--- config.mk ---
export PLATFORM = sky130hd
export DESIGN_NAME = soft_mute_ramp
export DESIGN_NICKNAME = d
export VERILOG_FILES = /design/src/rtl/smr_pkg.sv /design/src/rtl/smr_sync.sv /design/src/rtl/smr_pacer.sv /design/src/rtl/smr_curve.sv /design/src/rtl/smr_fsm.sv /design/src/rtl/soft_mute_ramp.sv
export SDC_FILE = /design/constraint.sdc
export NUM_CORES = 1
export LEC_CHECK = 0
export BUFFER_PORTS_ARGS = -buffer_cell sky130_fd_sc_hd__buf_2
export CORE_MARGIN = 2
export CORE_UTILIZATION = 45
export CTS_CLUSTER_SIZE = 25
export DETAILED_ROUTE_END_ITERATION = 10
export GPL_ROUTABILITY_DRIVEN = 0
export GPL_TIMING_DRIVEN = 0
export HOLD_SLACK_MARGIN = 0.06
export SKIP_LAST_GASP = 1
export SYNTH_ARGS = -nofsm -noshare
export SYNTH_HDL_FRONTEND = slang
export SYNTH_SLANG_ARGS = --single-unit
--- constraint.sdc ---
create_clock -name clk -period 2.3 [get_ports clk]
set_input_delay 0.23 -clock clk [delete_from_list [all_inputs] [get_ports clk]]
set_output_delay 0.23 -clock clk [all_outputs]
set_load 0.01 [all_outputs]
--- src/rtl/smr_pkg.sv ---
package smr_pkg;

    typedef enum logic [1:0] {
        ST_MUTED = 2'd0,
        ST_RISE  = 2'd1,
        ST_OPEN  = 2'd2,
        ST_FALL  = 2'd3
    } smr_state_e;

    // Smoothstep point: unity * (3k^2 S - 2k^3) / S^3
    function automatic longint curve_point(input int k, input int steps, input int w);
        longint unity;
        longint num;
        longint den;
        unity = longint'(1) << (w - 1);
        num   = unity * (3 * longint'(k) * k * steps - 2 * longint'(k) * k * k);
        den   = longint'(steps) * steps * steps;
        return num / den;
    endfunction

    function automatic int max3(input int a, input int b, input int c);
        int m;
        m = (a > b) ? a : b;
        return (m > c) ? m : c;
    endfunction

endpackage

--- src/rtl/smr_sync.sv ---
module smr_sync (
    input  logic clk,
    input  logic rst_n,
    input  logic pin_n,
    output logic pin_n_sync
);
    typedef struct packed {
        logic meta;
        logic stable;
    } sync_t;

    sync_t r_d, r_q;

    always_comb begin
        r_d.meta   = pin_n;
        r_d.stable = r_q.meta;
    end

    always_ff @(posedge clk or negedge rst_n) begin
        if (!rst_n) r_q <= '{meta: 1'b1, stable: 1'b1};
        else        r_q <= r_d;
    end

    assign pin_n_sync = r_q.stable;
endmodule

--- src/rtl/smr_pacer.sv ---
module smr_pacer #(
    parameter int STEP_CYC_FAST = 750,
    parameter int STEP_CYC_MID  = 1500,
    parameter int STEP_CYC_SLOW = 192188
) (
    input  logic       clk,
    input  logic       rst_n,
    input  logic       start,
    input  logic       active,
    input  logic [1:0] sel,
    output logic       tick
);
    localparam int MAX_CYC = smr_pkg::max3(STEP_CYC_FAST, STEP_CYC_MID, STEP_CYC_SLOW);
    localparam int CNT_W   = $clog2(MAX_CYC + 1);

    typedef struct packed {
        logic [CNT_W-1:0] cnt;
        logic [CNT_W-1:0] lim;
    } pace_t;

    pace_t p_d, p_q;

    function automatic logic [CNT_W-1:0] limit_for(input logic [1:0] s);
        case (s)
            2'b00:   return CNT_W'(STEP_CYC_FAST - 1);
            2'b01:   return CNT_W'(STEP_CYC_MID - 1);
            default: return CNT_W'(STEP_CYC_SLOW - 1);
        endcase
    endfunction

    always_comb begin
        p_d = p_q;
        if (start) begin
            p_d.cnt = '0;
            p_d.lim = limit_for(sel);
        end else if (active) begin
            if (p_q.cnt == p_q.lim) p_d.cnt = '0;
            else                    p_d.cnt = p_q.cnt + 1'b1;
        end
    end

    always_ff @(posedge clk or negedge rst_n) begin
        if (!rst_n) p_q <= '0;
        else        p_q <= p_d;
    end

    assign tick = active && (p_q.cnt == p_q.lim);
endmodule

--- src/rtl/smr_curve.sv ---
module smr_curve #(
    parameter int GAIN_W = 16,
    parameter int STEPS  = 32,
    parameter int LVL_W  = $clog2(STEPS + 1)
) (
    input  logic [LVL_W-1:0]  lvl,
    output logic [GAIN_W-1:0] gain
);
    logic [GAIN_W-1:0] tbl [STEPS+1];

    for (genvar k = 0; k <= STEPS; k++) begin : g_pt
        localparam logic [GAIN_W-1:0] PT = GAIN_W'(smr_pkg::curve_point(k, STEPS, GAIN_W));
        assign tbl[k] = PT;
    end

    assign gain = tbl[lvl];
endmodule

--- src/rtl/smr_fsm.sv ---
module smr_fsm
    import smr_pkg::*;
#(
    parameter int STEPS = 32,
    parameter int LVL_W = $clog2(STEPS + 1)
) (
    input  logic             clk,
    input  logic             rst_n,
    input  logic             req,
    input  logic             tick,
    output logic             start,
    output logic [LVL_W-1:0] lvl,
    output logic             busy,
    output smr_state_e       state
);
    typedef struct packed {
        smr_state_e       st;
        logic [LVL_W-1:0] lvl;
        logic             busy;
    } fsm_t;

    fsm_t f_d, f_q;

    always_comb begin
        f_d   = f_q;
        start = 1'b0;
        case (f_q.st)
            ST_MUTED: begin
                if (!req) begin
                    f_d.st = ST_RISE;
                    start  = 1'b1;
                end
            end
            ST_OPEN: begin
                if (req) begin
                    f_d.st   = ST_FALL;
                    f_d.busy = 1'b1;
                    start    = 1'b1;
                end
            end
            ST_RISE: begin
                if (tick) begin
                    f_d.lvl = f_q.lvl + 1'b1;
                    if (f_q.lvl == LVL_W'(STEPS - 1)) begin
                        f_d.st   = ST_OPEN;
                        f_d.busy = 1'b0;
                    end
                end
            end
            default: begin
                if (tick) begin
                    f_d.lvl = f_q.lvl - 1'b1;
                    if (f_q.lvl == LVL_W'(1)) f_d.st = ST_MUTED;
                end
            end
        endcase
    end

    always_ff @(posedge clk or negedge rst_n) begin
        if (!rst_n) f_q <= '{st: ST_MUTED, lvl: '0, busy: 1'b0};
        else        f_q <= f_d;
    end

    assign lvl   = f_q.lvl;
    assign busy  = f_q.busy;
    assign state = f_q.st;
endmodule

--- src/rtl/soft_mute_ramp.sv ---
module soft_mute_ramp #(
    parameter int GAIN_W        = 16,
    parameter int STEPS         = 32,
    parameter int STEP_CYC_FAST = 750,
    parameter int STEP_CYC_MID  = 1500,
    parameter int STEP_CYC_SLOW = 192188
) (
    input  logic              clk,
    input  logic              rst_n,
    input  logic              mute_pin_n,
    input  logic              mute_reg,
    input  logic [1:0]        time_sel,
    output logic [GAIN_W-1:0] gain,
    output logic              busy
);
    localparam int LVL_W = $clog2(STEPS + 1);

    logic                 pin_n_sync;
    logic                 req;
    logic                 start;
    logic                 tick;
    logic                 active;
    logic [LVL_W-1:0]     lvl;
    smr_pkg::smr_state_e  state_w;

    smr_sync u_sync (
        .clk        (clk),
        .rst_n      (rst_n),
        .pin_n      (mute_pin_n),
        .pin_n_sync (pin_n_sync)
    );

    assign req    = ~pin_n_sync | mute_reg;
    assign active = (state_w == smr_pkg::ST_RISE) || (state_w == smr_pkg::ST_FALL);

    smr_pacer #(
        .STEP_CYC_FAST (STEP_CYC_FAST),
        .STEP_CYC_MID  (STEP_CYC_MID),
        .STEP_CYC_SLOW (STEP_CYC_SLOW)
    ) u_pacer (
        .clk    (clk),
        .rst_n  (rst_n),
        .start  (start),
        .active (active),
        .sel    (time_sel),
        .tick   (tick)
    );

    smr_fsm #(
        .STEPS (STEPS),
        .LVL_W (LVL_W)
    ) u_fsm (
        .clk   (clk),
        .rst_n (rst_n),
        .req   (req),
        .tick  (tick),
        .start (start),
        .lvl   (lvl),
        .busy  (busy),
        .state (state_w)
    );

    smr_curve #(
        .GAIN_W (GAIN_W),
        .STEPS  (STEPS),
        .LVL_W  (LVL_W)
    ) u_curve (
        .lvl  (lvl),
        .gain (gain)
    );
endmodule

==> results.sh, run 1 <==
export IMPL_cts_tree="yes"
export IMPL_finalSetupViolCount=0
export IMPL_synth_area_um2=2570
export IMPL_drt_first_pass_iters=4
export IMPL_cp_max_fo=6
export IMPL_cp_cell_sequence="buf_8 > inv_8 > ha_4 > inv_2 > ha_1 > mux4_2 > nor2_1 > buf_2"
export IMPL_cts_htree_levels=2
export IMPL_cpLargestDelayFamily="multiplexers"
export IMPL_grt_max_degree=37
export IMPL_yosysMostFrequentCell="nor2_1"
export IMPL_rows=27
export IMPL_synthTopCellsByCount="nor2_1 (43), dfrtp_1 (34), nand2_1 (34)"
export IMPL_port_buffers=21
export IMPL_clock_root_buffer="clkbuf_8"
export IMPL_rsz0062_at_grt="true"
export IMPL_cp_start_kind="register"
export IMPL_end_kind="output port"
export IMPL_reg2reg_slack_ps=100
export IMPL_clock_sinks=36
export IMPL_die_area_um2=6340
export IMPL_drv_cap=0
export IMPL_ys_flop_type="dfrtp_1"
export IMPL_slew_limit_headroom_pct=46.9
export IMPL_first_global_vias=2124
export IMPL_grt_overflow_total=0
export IMPL_antenna_cells=0
export IMPL_antenna_found_initial=0
export IMPL_path_clk_slew_ps=80
export IMPL_period_needed_ps=2240
export IMPL_cp_required_ps=2070
export IMPL_grt_usage_pct=20.9
export IMPL_hold_viol=0
export IMPL_ys_seq_area_share_pct=35.1
export IMPL_die_h_um=79.6
export IMPL_dieWidth_um=79.6
export IMPL_setup_ws_ps=60.3
export IMPL_p_leak_nw=1.43
export IMPL_syn_nets=335
export IMPL_power_density_nw_per_um2=727
export IMPL_finalSetupTns_ps=0
export IMPL_cts_max_path_buffers=2
export IMPL_min_path_type="in2async"
export IMPL_synth_edf_count=0
export IMPL_worst_pin_slew_ps=797
export IMPL_dp_hpwl_um=4350
export IMPL_syn_to_final_growth_pct=20.4
export IMPL_wl_um=6210
export IMPL_irDropWorstVdd_uv=649
export IMPL_io_pins=23
export IMPL_crit_buf_inv=4
export IMPL_skew_ps=10.1
export IMPL_yosysWarnings=0
export IMPL_crit_type="reg2out"
export IMPL_drcViolationCount=0
export IMPL_crit_path_max_incr_delay_ps=460
export IMPL_synthCells=312
export IMPL_reg2reg_to="u_fsm.state[1]$_DFFE_PN0P_"
export IMPL_startpoint="u_fsm.lvl[1]$_DFFE_PN0P_"
export IMPL_yosysTopAreaCellShare_pct=33.0
export IMPL_fillers=529
export IMPL_post_place_ws_ps=-264
export IMPL_timing_fmax_ghz=0.446
export IMPL_path_depth=8
export IMPL_synth_area_leaders="dfrtp_1 (33%), ha_1 (8.3%), nor2_1 (6.3%)"
export IMPL_synth_distinct_cells=45
export IMPL_ant_nets=0
export IMPL_numCtsBuffers=5
export IMPL_wl_per_cell_um=14.6
export IMPL_via_count=2323
export IMPL_drtIter0Drc=204
export IMPL_vias_per_cell=5.44
export IMPL_clk_latency_ps=290
export IMPL_syn_avg_cell_area_um2=8.25
export IMPL_r2r_start="u_pacer.p_q[22]$_DFFE_PN0P_"
export IMPL_maxSlewViolCount=0
export IMPL_yosysTopAreaCell="dfrtp_1"
export IMPL_grt_pass1_wl_um=10300
export IMPL_ys_async_sr_fraction_pct=100
export IMPL_nNetsFinal=377
export IMPL_ff2ff_path_depth=6
export IMPL_status="finished clean"
export IMPL_drive_above_1_share_pct=21.4
export IMPL_slowest_stage="mux4_2"
export IMPL_min_period_over_period_pct=97.4
export IMPL_start_util_pct=46.8
export IMPL_design_core_area_um2=5510
export IMPL_cp_arrival_ps=2010
export IMPL_ys_ff_latch=36
==> area by class of cell <==
| type | instances | area, µm² | area share, % |
|---|---|---|---|
| repair buffers | 36 | 240 | 7.75 |
| inverters | 13 | 60.1 | 1.94 |
| clock buffers | 6 | 82.6 | 2.66 |
| clock inverters | 2 | 13.8 | 0.444 |
| multi-input cells | 247 | 1610 | 52.0 |
| well taps | 72 | 90.1 | 2.91 |
| plain buffers | 15 | 92.6 | 2.99 |
| flip-flops and latches | 36 | 908 | 29.3 |
==> sequential cells by signal, indices dropped and copies added (netlist names) <==
register,flops
u_fsm.state,2
u_fsm.busy,1
u_pacer.p_q,25
u_sync.pin_n_sync,1
u_sync.r_d,1
u_fsm.lvl,6
==> logic make-up (layout without fill, tap and decap cells) <==
family	count (synthesis)	after routing	share of synthesized area (%)
adders and majority gates	17	17	8.26
and+or+nand+nor	134	134	24.6
DFF	36	36	35.1
AOI/OAI and AO/OA	64	64	15.4
xor gates and xnor gates	26	26	8.84
other	1	1	0.146
muxes	5	5	2.96
buffers and inverters	29	72	4.71
==> worst register-to-register path, stage by stage (launching register included) <==
cell and delay, ps:
dfrtp_2 450, or4_1 510, nand2_1 80, o2111a_2 250, nand4_2 130, a221oi_2 320
mux2_1 350
==> cell usage in the layout (no fill, tap or decap), types with 2 or more instances in the layout <==
| cell type | Yosys | routed |
|---|---|---|
| xnor2_1 | 15 | 15 |
| buf_4 | 3 | 14 |
| mux2i_1 | 2 | 2 |
| a21oi_1 | 19 | 18 |
| mux4_2 | 2 | 2 |
| nand2b_1 | 5 | 5 |
| nor2_1 | 43 | 43 |
| nor2b_1 | 5 | 5 |
| buf_6 | 0 | 2 |
| and3_1 | 7 | 7 |
| buf_2 | 1 | 23 |
| or4_1 | 2 | 2 |
| o21ai_0 | 22 | 21 |
| nor4_1 | 2 | 2 |
| clkbuf_8 | 0 | 7 |
| nand3_1 | 12 | 12 |
| o22ai_1 | 2 | 2 |
| and2_1 | 2 | 2 |
| a21boi_0 | 2 | 2 |
| xor2_1 | 11 | 11 |
| or2_2 | 3 | 3 |
| inv_1 | 13 | 10 |
| ha_4 | 0 | 3 |
| a21o_1 | 2 | 2 |
| clkbuf_1 | 10 | 6 |
| nand2_1 | 34 | 33 |
| dfstp_2 | 2 | 2 |
| o31ai_1 | 2 | 2 |
| o211ai_1 | 5 | 5 |
| nand4_1 | 8 | 8 |
| dfrtp_1 | 34 | 30 |
| ha_1 | 17 | 14 |
| dfrtp_2 | 0 | 4 |
| nor3_1 | 8 | 8 |
| a32o_1 | 2 | 2 |
==> worst max path at each step <==
stage                                        to  slack (ps)
floorplan                              gain[11]         160
global route                           gain[11]         -40
finish                                 gain[11]          60
CTS                                    gain[11]          20
global placement    u_pacer.p_q[23]$_DFFE_PN0P_        -250
detailed placement  u_pacer.p_q[26]$_DFFE_PN0P_        -260
==> repair_timing <==
| action | 4_1_cts | 5_1_grt |
|---|---|---|
| endpoints found under the setup margin | 31 | 22 |
| hold endpoints to repair | 1 | 0 |
| gates resized for setup | 25 | 11 |
| hold buffers | 1 | 0 |
| setup buffers | 8 | 6 |
| pin swaps | 4 | 3 |
==> through the flow <==
step / util (%) / total power (W) / std cells / instance area [µm²] / hold WS [ps]
after global placement: 50.3 / 0.00167 / 405 / 2770 / 336
after global routing: 56.3 / 0.00243 / 427 / 3100 / 105
after floorplan: - / 0.00145 / 312 / 2570 / -65.6
final: 56.3 / 0.00225 / 427 / 3100 / 21.3
after CTS: 54.9 / 0.00223 / 422 / 3030 / 71.5
after detailed placement: 50.3 / 0.00169 / 405 / 2770 / 337
==> layer usage <==
metal | GRT usage, % | routed length [µm] | vias to the layer above
li1 | - | - | 1158
met1 | 30.9 | 2940 | 1084
met2 | 30.5 | 2780 | 75
met3 | 3.73 | 438 | 6
met4 | 7.07 | 57 | 0
met5 | 0 | 0 | -
==> report_power, final <==
part	total [W]	internal, W	switching, W
logic	0.000925	0.000373	0.000552
clock network	0.000489	0.000245	0.000244
registers	0.000838	0.000741	0.0000973
total	0.00225	0.00136	0.000893
Note: power is estimated with default switching activity, not from simulation.
==> run 2, diff against run 1 <==
- CORE_UTILIZATION: 45 -> 35
- MAX_ROUTING_LAYER: unset -> met4
==> run 2 against run 1 <==
  * Core utilization down 14 points
  * Sequential share of layout area is 0.33 points higher
  * First-iteration DRC count is 2.9% higher
  * Routed wire length grew 2.5%
  * Clock skew is 4.1 ps lower
  * Combinational power barely moved
  * Flip-flop and latch count did not move
  * Non-clock buffer count decreased by 1
==> results.sh, run 2 (synthesis gave the netlist of run 1 again) <==
export IMPL_rsz0062_at_grt="true"
export IMPL_dieWidth_um=89.8
export IMPL_slowest_stage="mux4_2"
export IMPL_nNetsFinal=376
export IMPL_cts_tree="yes"
export IMPL_period_needed_ps=2270
export IMPL_r2r_start="u_pacer.p_q[28]$_DFFE_PN0P_"
export IMPL_wl_um=6370
export IMPL_ant_nets=0
export IMPL_final_common_cell="nor2_1"
export IMPL_power_density_nw_per_um2=719
export IMPL_final_area_um2=3060
export IMPL_reg2reg_slack_ps=70
export IMPL_design_core_area_um2=7180
export IMPL_die_area_um2=8060
export IMPL_start_util_pct=35.9
export IMPL_io_pins=23
export IMPL_p_leak_nw=1.39
export IMPL_wl_met3_um=271
export IMPL_irDropWorstVdd_uv=342
export IMPL_cp_start_kind="register"
export IMPL_grt_overflow_total=0
export IMPL_vias_per_cell=5.20
export IMPL_cts_htree_levels=2
export IMPL_cp_arrival_ps=2040
export IMPL_drcViolationCount=0
export IMPL_top_register="u_pacer.p_q"
export IMPL_skew_ps=5.96
export IMPL_numCtsBuffers=5
export IMPL_dp_cells=432
export IMPL_die_h_um=89.8
export IMPL_reg2reg_to="u_fsm.state[1]$_DFFE_PN0P_"
export IMPL_clock_root_buffer="clkbuf_8"
export IMPL_whs_ps=23.3
export IMPL_grt_usage_pct=16.6
export IMPL_syn_to_final_growth_pct=18.9
export IMPL_drive_above_1_share_pct=19.5
export IMPL_path_clk_slew_ps=70
export IMPL_drt_met1_wl_um=3120
export IMPL_grt_pass1_wl_um=10700
export IMPL_clk_latency_ps=290
export IMPL_dr_max_layer_used="met4"
export IMPL_clock_sinks=36
export IMPL_antenna_found_initial=0
export IMPL_ff2ff_path_depth=6
export IMPL_end_kind="output port"
export IMPL_via_count=2354
export IMPL_postPlaceCellArea_um2=2800
export IMPL_rows=31
export IMPL_cp_cell_sequence="buf_4 > inv_6 > ha_4 > inv_2 > ha_1 > mux4_2 > nor2_1 > buf_2"
export IMPL_worst_pin_slew_ps=814
export IMPL_min_path_type="in2async"
export IMPL_status="finished clean"
export IMPL_cp_required_ps=2070
export IMPL_final_cell_mix="nor2_1 (43), nand2_1 (34), dfrtp_1 (31)"
export IMPL_slew_limit_headroom_pct=45.8
export IMPL_timing_fmax_ghz=0.440
export IMPL_fillers=757
export IMPL_cp_max_fo=9
export IMPL_grt_max_degree=37
export IMPL_port_buffers=21
export IMPL_crit_path_max_incr_delay_ps=460
export IMPL_finalSetupViolCount=0
export IMPL_min_period_over_period_pct=98.8
export IMPL_cts_max_path_buffers=2
export IMPL_hold_viol=0
export IMPL_drv_cap=0
export IMPL_maxSlewViolCount=0
export IMPL_wl_per_cell_um=14.1
export IMPL_instances_no_fill=453
export IMPL_antenna_cells=0
export IMPL_drtIter0Drc=210
export IMPL_setup_ws_ps=27.8
export IMPL_largest_reg_flops=25
export IMPL_post_place_ws_ps=-247
export IMPL_dp_hpwl_um=4350
export IMPL_dr_wl_met2_um=2920
export IMPL_crit_type="reg2out"
export IMPL_drt_first_pass_iters=4
export IMPL_first_global_vias=2208
==> run 2: final cells by class <==
type                            instances  area, µm²  share of cell area, %
Tap cell                               99        124                   4.05
Buffer                                 16       92.6                   3.03
Sequential cell                        36        907                   29.6
Multi-Input combinational cell        247       1590                   52.1
Timing Repair Buffer                   34        205                   6.70
Inverter                               13       57.6                   1.88
Clock buffer                            8       80.1                   2.62
==> run 2: power breakdown <==
| group | total (W) | internal (W) | leakage, nW | switching (W) |
|---|---|---|---|---|
| Combinational | 0.000927 | 0.000386 | 0.892 | 0.000541 |
| Sequential | 0.000839 | 0.000742 | 0.463 | 0.0000974 |
| Clock | 0.000436 | 0.000215 | 0.0395 | 0.000220 |
==> run 2: worst max-delay path, delay by kind of cell (launching register included) <==
family        cells  cell delay (ps)
buf+inv           4              470
mux               1              460
flops             1              390
fa+ha+maj         2              340
simple gates      1               90
==> run 2: how the worst max path moves through the flow <==
| stage | end | slack, ps | startpoint |
|---|---|---|---|
| 5_1_grt | gain[11] | -50 | u_fsm.lvl[1]$_DFFE_PN0P_ |
| 3_3_place_gp | gain[6] | -240 | u_fsm.lvl[2]$_DFFE_PN0P_ |
| 2_1_floorplan | gain[11] | 160 | u_fsm.lvl[1]$_DFFE_PN0P_ |
| 4_1_cts | gain[6] | 10 | u_fsm.lvl[2]$_DFFE_PN0P_ |
| 6_report | gain[11] | 30 | u_fsm.lvl[1]$_DFFE_PN0P_ |
| 3_5_place_dp | gain[6] | -250 | u_fsm.lvl[2]$_DFFE_PN0P_ |
==> run 2: metrics by stage <==
| step | TNS [ps] | total power, W | util, % |
|---|---|---|---|
| 6_report | 0 | 0.00220 | 42.7 |
| 5_1_grt | -45.4 | 0.00238 | 42.7 |
| 4_1_cts | 0 | 0.00216 | 42.0 |
| 3_5_place_dp | -3070 | 0.00167 | 39.1 |
| 3_3_place_gp | -2280 | 0.00166 | 39.1 |
| 2_1_floorplan | 0 | 0.00145 | - |
==> run 2: layer usage <==
layer,GRT usage (%),vias up
met4,4.87,0
li1,-,1168
met5,-,-
met2,25.4,50
met3,2.51,6
met1,23.2,1130
==> run 2: what timing repair did <==
action | in CTS | in global routing
buffers inserted | 7 | 5
resized for setup | 21 | 8
pin swaps | 1 | 5
endpoints found under the setup margin | 30 | 25
endpoints found under the hold margin | 1 | 0
hold buffers | 1 | 0
==> run 3, diff against run 2 <==
- CELL_PAD_IN_SITES_DETAIL_PLACEMENT: unset -> 1
- CELL_PAD_IN_SITES_GLOBAL_PLACEMENT: unset -> 1
- CTS_CLUSTER_DIAMETER: unset -> 200
- PLACE_DENSITY_LB_ADDON: unset -> 0.1
==> run 3 against run 2 <==
  * Via count barely moved
  * Final area rose by 1.4%
  * Setup slack improved by 9.8 ps
  * Final cell count rose by 0.22%
  * Clock power fell by 0.9%
  * First-iteration DRC count fell by 47%
  * Core utilization rose by 0.61 points
  * Global-route usage rose by 2.6 points
  * Sequential share of layout area fell by 0.38 points
  * Power rose by 4.2%
  * Largest power group unchanged
==> results.sh, run 3 (synthesis gave the netlist of run 1 again) <==
export IMPL_irDropWorstVdd_uv=527
export IMPL_min_period_over_period_pct=98.4
export IMPL_via_count=2353
export IMPL_clock_root_buffer="clkbuf_8"
export IMPL_slowest_stage="mux4_2"
export IMPL_ant_nets=0
export IMPL_power_density_nw_per_um2=739
export IMPL_antenna_cells=0
export IMPL_design_core_area_um2=7180
export IMPL_cpLargestDelayFamily="buffers and inverters"
export IMPL_cp_arrival_ps=2030
export IMPL_drt_first_pass_iters=4
export IMPL_cp_max_fo=9
export IMPL_worst_pin_slew_ps=843
export IMPL_numCtsBuffers=5
export IMPL_grt_pass1_wl_um=12300
export IMPL_final_cell_mix="nor2_1 (41), nand2_1 (34), dfrtp_1 (30)"
export IMPL_cts_tree="yes"
export IMPL_vias_per_cell=5.18
export IMPL_start_util_pct=35.9
export IMPL_fillers=906
export IMPL_drive_above_1_share_pct=21.1
export IMPL_die_area_um2=8060
export IMPL_io_pins=23
export IMPL_dieWidth_um=89.8
export IMPL_grt_max_degree=37
export IMPL_cts_htree_levels=2
export IMPL_clock_sinks=36
export IMPL_cp_required_ps=2070
export IMPL_wl_per_cell_um=16.1
export IMPL_top_register="u_pacer.p_q"
export IMPL_drcViolationCount=0
export IMPL_path_clk_slew_ps=70
export IMPL_timing_fmax_ghz=0.442
export IMPL_period_needed_ps=2260
export IMPL_status="finished clean"
export IMPL_clk_latency_ps=280
export IMPL_p_leak_nw=1.43
export IMPL_grt_usage_pct=19.3
export IMPL_cp_start_kind="register"
export IMPL_dp_hpwl_um=5220
export IMPL_path_depth=8
export IMPL_die_h_um=89.8
export IMPL_drv_cap=0
export IMPL_syn_to_final_growth_pct=20.6
export IMPL_cts_max_path_buffers=2
export IMPL_min_path_type="in2async"
export IMPL_slew_limit_headroom_pct=43.8
export IMPL_crit_buf_inv=4
export IMPL_grt_overflow_total=0
export IMPL_final_common_cell="nor2_1"
export IMPL_post_place_ws_ps=-309
export IMPL_largest_reg_flops=25
export IMPL_first_global_vias=2357
export IMPL_crit_type="reg2out"
export IMPL_rsz0062_at_grt="true"
export IMPL_setup_ws_ps=37.6
export IMPL_port_buffers=21
export IMPL_whs_ps=50.3
export IMPL_drtIter0Drc=112
export IMPL_cp_cell_sequence="clkbuf_8 > inv_6 > ha_4 > inv_1 > ha_1 > mux4_2 > nor2_2 > buf_2"
export IMPL_antenna_found_initial=0
export IMPL_maxSlewViolCount=0
export IMPL_skew_ps=7.80
export IMPL_ff2ff_path_depth=6
export IMPL_end_kind="output port"
export IMPL_wl_um=7290
export IMPL_rows=31
export IMPL_finalSetupViolCount=0
export IMPL_nNetsFinal=377
export IMPL_hold_viol=0
export IMPL_crit_path_max_incr_delay_ps=470
==> run 3: final cells by class <==
class                      instances  area [µm²]  share of cell area (%)
multi-input combinational        247        1630                    52.5
buffer                            15        85.1                    2.74
clock buffer                       7        76.3                    2.46
tap                               99         124                    3.99
sequential                        36         908                    29.3
clock inverter                     1        5.00                   0.161
timing repair buffer              36         220                    7.09
inverter                          13        56.3                    1.81
==> run 3: worst register-to-register path, stage by stage (launching register included) <==
cell	delay (ps)
dfrtp_2	450
or4_1	530
nand2_1	80
o2111a_2	280
nand4_4	140
a221oi_4	350
mux2_4	320
==> run 3: stage by stage <==
step	TNS [ps]	util [%]	cells	total power, W	instance area [µm²]
after detailed placement	-4790	39.1	432	0.00172	2800
after global routing	-92.6	43.3	454	0.00247	3100
after CTS	-64.2	42.5	453	0.00227	3050
final	0	43.3	454	0.00229	3100
after global placement	-6080	39.1	432	0.00170	2800
after floorplan	0	-	312	0.00145	2570
==> run 3: layer usage <==
layer	wire length (µm)	vias to the layer above	global-route usage [%]
met5	0	-	-
met4	88	0	4.49
met3	309	6	3.19
met2	3240	40	28.5
met1	3650	1154	27.9
li1	-	1153	-
==> run 3: path summary, 6_finish.rpt <==
check / from / endpoint / slack [ps]
setup / recovery: u_fsm.lvl[1]$_DFFE_PN0P_ / gain[11] / 40
hold / removal: rst_n / u_pacer.p_q[33]$_DFFE_PN0P_ / 50
setup reg to reg: u_pacer.p_q[28]$_DFFE_PN0P_ / u_fsm.state[1]$_DFFE_PN0P_ / 60
hold reg to reg: u_sync.r_d[0]$_DFF_PN1_ / u_sync.pin_n_sync$_DFF_PN1_ / 360
max in group asynchronous: rst_n / u_pacer.p_q[28]$_DFFE_PN0P_ / 1660
min in group clk: time_sel[0] / u_pacer.p_q[9]$_DFFE_PN0P_ / 150
==> run 3: what timing repair did <==
action,in CTS,in global routing
pin swaps,6,2
gates resized for setup,21,14
hold endpoints to repair,1,0
gates cloned,0,0
endpoints found under the setup margin,33,20
buffers inserted,12,2
hold buffers,1,0
==> run 3: where the power goes <==
group          internal, W  total, W  switching (W)
clock             0.000213  0.000432       0.000220
combinational     0.000419   0.00101       0.000594
sequential        0.000742  0.000850       0.000108
